$ cat config.mk
export PLATFORM = sky130hd
export DESIGN_NAME = conv_result_if
export DESIGN_NICKNAME = d
export VERILOG_FILES = /design/src/rtl/cri_pkg.sv /design/src/rtl/cri_busy_timer.sv /design/src/rtl/cri_result_store.sv /design/src/rtl/cri_serial_shift.sv /design/src/rtl/cri_bus_drive.sv /design/src/rtl/conv_result_if.sv
export SDC_FILE = /design/constraint.sdc
export NUM_CORES = 1
export LEC_CHECK = 0
export BUFFER_PORTS_ARGS = -buffer_cell sky130_fd_sc_hd__buf_2
export CAP_MARGIN = 0
export CORE_ASPECT_RATIO = 0.5
export CORE_MARGIN = 2
export CORE_UTILIZATION = 35
export CTS_BUF_LIST = sky130_fd_sc_hd__clkbuf_4 sky130_fd_sc_hd__clkbuf_8
export DETAILED_ROUTE_END_ITERATION = 10
export GPL_TIMING_DRIVEN = 0
export PLACE_DENSITY_LB_ADDON = 0.05
export SLEW_MARGIN = 20
export SYNTH_ARGS = -nofsm -noshare
export SYNTH_HDL_FRONTEND = slang
export SYNTH_SLANG_ARGS = --single-unit
$ cat constraint.sdc
create_clock -name clk -period 3.1 [get_ports clk]
set_clock_uncertainty 0.05 [all_clocks]
set_input_delay 0.155 -clock clk [delete_from_list [all_inputs] [get_ports clk]]
set_output_delay 0.155 -clock clk [all_outputs]
set_load 0.01 [all_outputs]
$ cat src/rtl/cri_pkg.sv
package cri_pkg;

    localparam int DEF_WORD_W  = 16;
    localparam int DEF_BUSY    = 8;
    localparam int DEF_SDOLANE = 0;

    typedef enum logic {
        MODE_PARALLEL = 1'b0,
        MODE_SERIAL   = 1'b1
    } xfer_mode_e;

    typedef struct packed {
        xfer_mode_e mode;
        logic       swap;
        logic       twos;
    } out_cfg_t;

    function automatic out_cfg_t make_cfg(logic ser, logic swp, logic tw);
        out_cfg_t c;
        c.mode = ser ? MODE_SERIAL : MODE_PARALLEL;
        c.swap = swp;
        c.twos = tw;
        return c;
    endfunction

endpackage

$ cat src/rtl/cri_busy_timer.sv
module cri_busy_timer #(
    parameter int BUSY_CYCLES = cri_pkg::DEF_BUSY
) (
    input  logic clk,
    input  logic rst,
    input  logic conv_start,
    output logic busy,
    output logic done
);
    localparam int CNT_W = $clog2(BUSY_CYCLES + 1);

    logic [CNT_W-1:0] cnt;

    always_ff @(posedge clk) begin
        if (rst) begin
            cnt <= '0;
        end else if (cnt == '0) begin
            if (conv_start) cnt <= CNT_W'(BUSY_CYCLES);
        end else begin
            cnt <= cnt - CNT_W'(1);
        end
    end

    assign busy = (cnt != '0);
    assign done = (cnt == CNT_W'(1));


    start_ack_chk: assert property (@(posedge clk) disable iff (rst)
        (!busy && conv_start) |=> busy);


    start_ignored_chk: assert property (@(posedge clk) disable iff (rst)
        (busy && conv_start && !done) |=> (busy && cnt == $past(cnt) - CNT_W'(1)));

endmodule

$ cat src/rtl/cri_result_store.sv
module cri_result_store #(
    parameter int W = cri_pkg::DEF_WORD_W
) (
    input  logic         clk,
    input  logic         rst,
    input  logic         in_valid,
    input  logic [W-1:0] in_data,
    input  logic         load,
    output logic [W-1:0] result
);
    logic [W-1:0] pend;

    always_ff @(posedge clk) begin
        if (rst) begin
            pend   <= '0;
            result <= '0;
        end else begin
            if (in_valid) pend <= in_data;
            if (load)     result <= pend;
        end
    end


    result_hold_chk: assert property (@(posedge clk) disable iff (rst)
        !load |=> $stable(result));

endmodule

$ cat src/rtl/cri_serial_shift.sv
module cri_serial_shift #(
    parameter int W = cri_pkg::DEF_WORD_W
) (
    input  logic         clk,
    input  logic         rst,
    input  logic         sel_n,
    input  logic         sclk,
    input  logic [W-1:0] word,
    output logic         sdo
);
    localparam int IDX_W = $clog2(W + 1);

    logic             sclk_q;
    logic [IDX_W-1:0] idx;
    logic             fall;
    logic [W-1:0]     shifted;

    assign fall = sclk_q & ~sclk;

    always_ff @(posedge clk) begin
        if (rst) begin
            sclk_q <= 1'b0;
            idx    <= '0;
        end else begin
            sclk_q <= sclk;
            if (sel_n)
                idx <= '0;
            else if (fall && idx != IDX_W'(W))
                idx <= idx + IDX_W'(1);
        end
    end

    assign shifted = word << idx;
    assign sdo     = shifted[W-1];


    restart_chk: assert property (@(posedge clk) disable iff (rst)
        sel_n |=> (idx == '0));


    step_chk: assert property (@(posedge clk) disable iff (rst)
        (!sel_n && fall && idx < IDX_W'(W)) |=> (idx == $past(idx) + IDX_W'(1)));


    idle_hold_chk: assert property (@(posedge clk) disable iff (rst)
        (!sel_n && !fall) |=> $stable(idx));


    tail_zero_chk: assert property (@(posedge clk) disable iff (rst)
        (idx == IDX_W'(W)) |-> !sdo);

endmodule

$ cat src/rtl/cri_bus_drive.sv
module cri_bus_drive
    import cri_pkg::*;
#(
    parameter int W        = DEF_WORD_W,
    parameter int SDO_LANE = DEF_SDOLANE
) (
    input  out_cfg_t     cfg,
    input  logic [W-1:0] word,
    input  logic         sdo,
    input  logic         cs_n,
    input  logic         rd_n,
    output logic [W-1:0] coded,
    output logic [W-1:0] bus,
    output logic         bus_en
);
    localparam int HALF = W / 2;

    logic [W-1:0] swapped;
    logic [W-1:0] ser_vec;
    logic [W-1:0] chosen;

    always_comb begin
        coded = word;
        if (cfg.twos) coded[W-1] = ~word[W-1];
    end

    assign swapped = cfg.swap ? {coded[HALF-1:0], coded[W-1:HALF]} : coded;

    for (genvar g = 0; g < W; g++) begin : g_lane
        assign ser_vec[g] = (g == SDO_LANE) ? sdo : 1'b0;
    end

    assign chosen = (cfg.mode == MODE_SERIAL) ? ser_vec : swapped;
    assign bus_en = ~(cs_n | rd_n);
    assign bus    = bus_en ? chosen : '0;

endmodule

$ cat src/rtl/conv_result_if.sv
module conv_result_if
    import cri_pkg::*;
#(
    parameter int DATA_W      = DEF_WORD_W,
    parameter int BUSY_CYCLES = DEF_BUSY,
    parameter int SDO_LANE    = DEF_SDOLANE
) (
    input  logic              clk,
    input  logic              rst,
    input  logic              conv_start,
    input  logic              res_valid,
    input  logic [DATA_W-1:0] res_data,
    input  logic              ser_mode,
    input  logic              swap_bytes,
    input  logic              twos_sel,
    input  logic              cs_n,
    input  logic              rd_n,
    input  logic              sclk,
    output logic              busy,
    output logic [DATA_W-1:0] dbus,
    output logic              dbus_en
);
    out_cfg_t          cfg;
    logic              load;
    logic [DATA_W-1:0] result;
    logic [DATA_W-1:0] coded;
    logic              sdo;

    assign cfg = make_cfg(ser_mode, swap_bytes, twos_sel);

    cri_busy_timer #(.BUSY_CYCLES(BUSY_CYCLES)) u_timer (
        .clk(clk), .rst(rst), .conv_start(conv_start),
        .busy(busy), .done(load)
    );

    cri_result_store #(.W(DATA_W)) u_store (
        .clk(clk), .rst(rst), .in_valid(res_valid), .in_data(res_data),
        .load(load), .result(result)
    );

    cri_serial_shift #(.W(DATA_W)) u_shift (
        .clk(clk), .rst(rst), .sel_n(cs_n), .sclk(sclk),
        .word(coded), .sdo(sdo)
    );

    cri_bus_drive #(.W(DATA_W), .SDO_LANE(SDO_LANE)) u_drive (
        .cfg(cfg), .word(result), .sdo(sdo), .cs_n(cs_n), .rd_n(rd_n),
        .coded(coded), .bus(dbus), .bus_en(dbus_en)
    );


    release_chk: assert property (@(posedge clk) disable iff (rst)
        (cs_n || rd_n) |-> (!dbus_en && dbus == '0));


    ser_lanes_chk: assert property (@(posedge clk) disable iff (rst)
        (ser_mode && dbus_en) |-> ((dbus & ~(DATA_W'(1) << SDO_LANE)) == '0));


    busy_fall_chk: assert property (@(posedge clk) disable iff (rst)
        $fell(busy) |-> $past(load));

endmodule

==> results_dict.tcl <==
set metrics [dict create \
    syn_inst 230 \
    ant_nets 0 \
    worstMarginPinSlew_ns 0.5494 \
    drcViolationCount 0 \
    grt_overflow 0 \
    drive_above_1_share_pct 22.30 \
    p_leak_nw 0.9831 \
    synth_edf_count 0 \
    synth_area_sq_um 1993 \
    synth_nets 258 \
    drv_cap 0 \
    ys.flop_type "dfxtp_1" \
    path_max_fanout 10 \
    cts_setup_buffers 0 \
    synthTopCellsByArea "dfxtp_1, mux2i_1, nor2_1, nand2_1, a21oi_1" \
    cts_buffer_depth 2 \
    hold_viol 0 \
    dp_cells 343 \
    cts.sink_count 42 \
    status "finished, final reports clean" \
    holdWs_ns 0.03657 \
    synth_top_cell_area_share_pct 42.18 \
    port_buffers 40 \
    rr_startpoint "u_shift.idx[1]$_SDFFE_PP0P_" \
    grt_pass1_vias 1520 \
    syn_area_per_cell_sq_um 8.666 \
    slowest_stage "dfxtp_1" \
    end_kind "output port" \
    initialDrtViolationCount 75 \
    hp-class "in2reg" \
    vias 1683 \
    clk_pin_slew_worst_paths_ns 0.09 \
    async_reset_ff_share_pct 0 \
    wl_per_cell_um 13.74 \
    drt-vias-per-instance 4.795 \
    route.met2.wl_um 1949 \
    power_density_nw_per_um2 581.9 \
    initial_core_util_pct 36.30 \
    wl_met1_um 2612 \
    routed_wirelength_um 4824 \
    highest_layer "met4" \
    irDropWorstVdd_v 0.0003149 \
    setup_viol 0 \
    final.min_clock_period_ns 2.052 \
    rsz0062_at_grt "false" \
    yosysSeqAreaShare_pct 42.18 \
    synth-seq-cells 42 \
    grt_use_total_pct 15.38 \
    start_kind "flip-flop" \
    cp_data_arrival_time_ns 1.85 \
    final_util_pct 43.68 \
    cp-startpoint "u_shift.idx[2]$_SDFFE_PP0P_" \
    cp.required_ns 2.89 \
    grt_pass1_wl_um 7603 \
    synth_area_leader_cell "dfxtp_1" \
    synth_top_cells_by_count "dfxtp_1, nor2_1, nand2_1, mux2i_1, a21oi_1" \
    gp_congestion 0.7965 \
    yosys.cell_types.count 29 \
    critical-path-top-delay-family "compound AO/OA/AOI/OAI gates" \
    cts_resized 0 \
    fp.dieH_um 57.36 \
    hpwl_um 3658 \
    route.met3.wl_um 217 \
    placementRows 19 \
    antenna_cells 0 \
    cts-root-buf "clkbuf_8" \
    syn_to_final_growth_pct 20.34 \
    finalMaxSlewViolations 0 \
    die_w_um 110.7 \
    slew_headroom_pct 63.37 \
    period_share_pct 66.20 \
    coreArea_sq_um 5492 \
    first_pass_iters 4 \
    postCtsHoldBufs 0 \
    boundaryPins 44 \
    ys_warn_count 0 \
    critPathBufInv 2 \
    cts_tree "yes" \
    fmax_ghz 0.4873 \
    worstHoldStart "res_data[6]" \
    critPathKind "reg2out" \
    final_cells 351 \
    final_nets 305 \
    htreeDepth 2 \
    grt_max_degree 14 \
    fin_setup_tns_ns 0 \
    grt_antenna_before_repair 0 \
    clk_latency_ns 0.30 \
    slowest_delay_ns 0.40 \
    synthMostInstantiatedCell "dfxtp_1" \
    worstPathCellList "buf_6 -> mux2i_1 -> nor3_1 -> a2111oi_1 -> o32ai_1 -> buf_2" \
    dieArea_sq_um 6351 \
    cts_buffers 5 \
]
metrics by stage:
stage | total power, mW | setup slack (ns) | instance area [sq um]
detailed placement | 0.9645 | 1.427 | 2285
floorplan | 0.8692 | 1.658 | 1993
global route | 1.492 | 0.8485 | 2399
finish | 1.396 | 1.048 | 2399
CTS | 1.420 | 1.077 | 2399
global placement | 0.9600 | 1.391 | 2285
power by group:
group          internal (mW)  switching [mW]  total (mW)
Clock                  0.249           0.198       0.448
Combinational          0.130           0.168       0.298
Sequential             0.589          0.0607       0.650
Total                  0.968           0.427        1.40
worst paths after layout:
kind	endpoint	slack, ns	depth (start not counted)
max	dbus[0]	1.05	6
min	u_store.pend[6]$_SDFFE_PP0P_	0.04	3
max reg2reg	u_shift.idx[0]$_SDFFE_PP0P_	1.59	7
min reg2reg	u_store.result[0]$_SDFFE_PP0P_	0.42	2
metal layers:
layer	global-route usage, %	vias to the layer above
met3	4.676	5
met1	22.28	763
met4	4.286	0
met5	0	-
met2	22.26	34
li1	-	881
worst reg2reg max path: stages, from the launching register on:
cell and delay (ns):
dfxtp_1 0.32, buf_2 0.17, inv_1 0.13, ha_1 0.16, nand4bb_1 0.15, and2_1 0.22
xnor2_1 0.13, nor3_1 0.06
cell families (layout without fill, tap and decap cells):
group           count (synthesis)  count (layout)  synth area share [%]
simple gates                   97              97                 22.03
flops                          42              42                 42.18
mux                            37              37                 19.27
compound gates                 29              29                 8.098
buf+inv                        18              66                 4.959
xor+xnor                        5               5                 2.198
fa+ha+maj                       2               2                 1.255
final cells by class:
class	instances	area, sq um
Buffer	16	91.34
Fill cell	578	3093
Clock inverter	2	37.54
Timing Repair Buffer	40	200.2
Clock buffer	6	76.32
Multi-Input combinational cell	170	1054
Tap cell	73	91.34
Inverter	2	7.507
Sequential cell	42	840.8
state kept, by name (all words and copies together), names as in the netlist:
signal and flops:
u_store.result 16, u_store.pend 16, u_shift.idx 5, u_timer.cnt 4
u_shift.sclk_q 1
layout by cell type (no fill, tap or decap), types with 2 or more instances in the layout:
cell      netlist  routed
o21ai_0         2       2
xnor2_1         2       2
clkbuf_1        6       6
clkbuf_8        0       5
xor2_1          3       3
nor2b_1         3       3
buf_2           7      47
nand4_1         5       5
nand2_1        36      36
inv_1           2       2
dfxtp_1        42      42
a211oi_1        2       2
mux2i_1        35      35
nor2_1         38      38
ha_1            2       2
a21oi_1        22      22
nor3_1          8       8
buf_6           3       3
No activity file was read; power rests on OpenSTA's default activity.
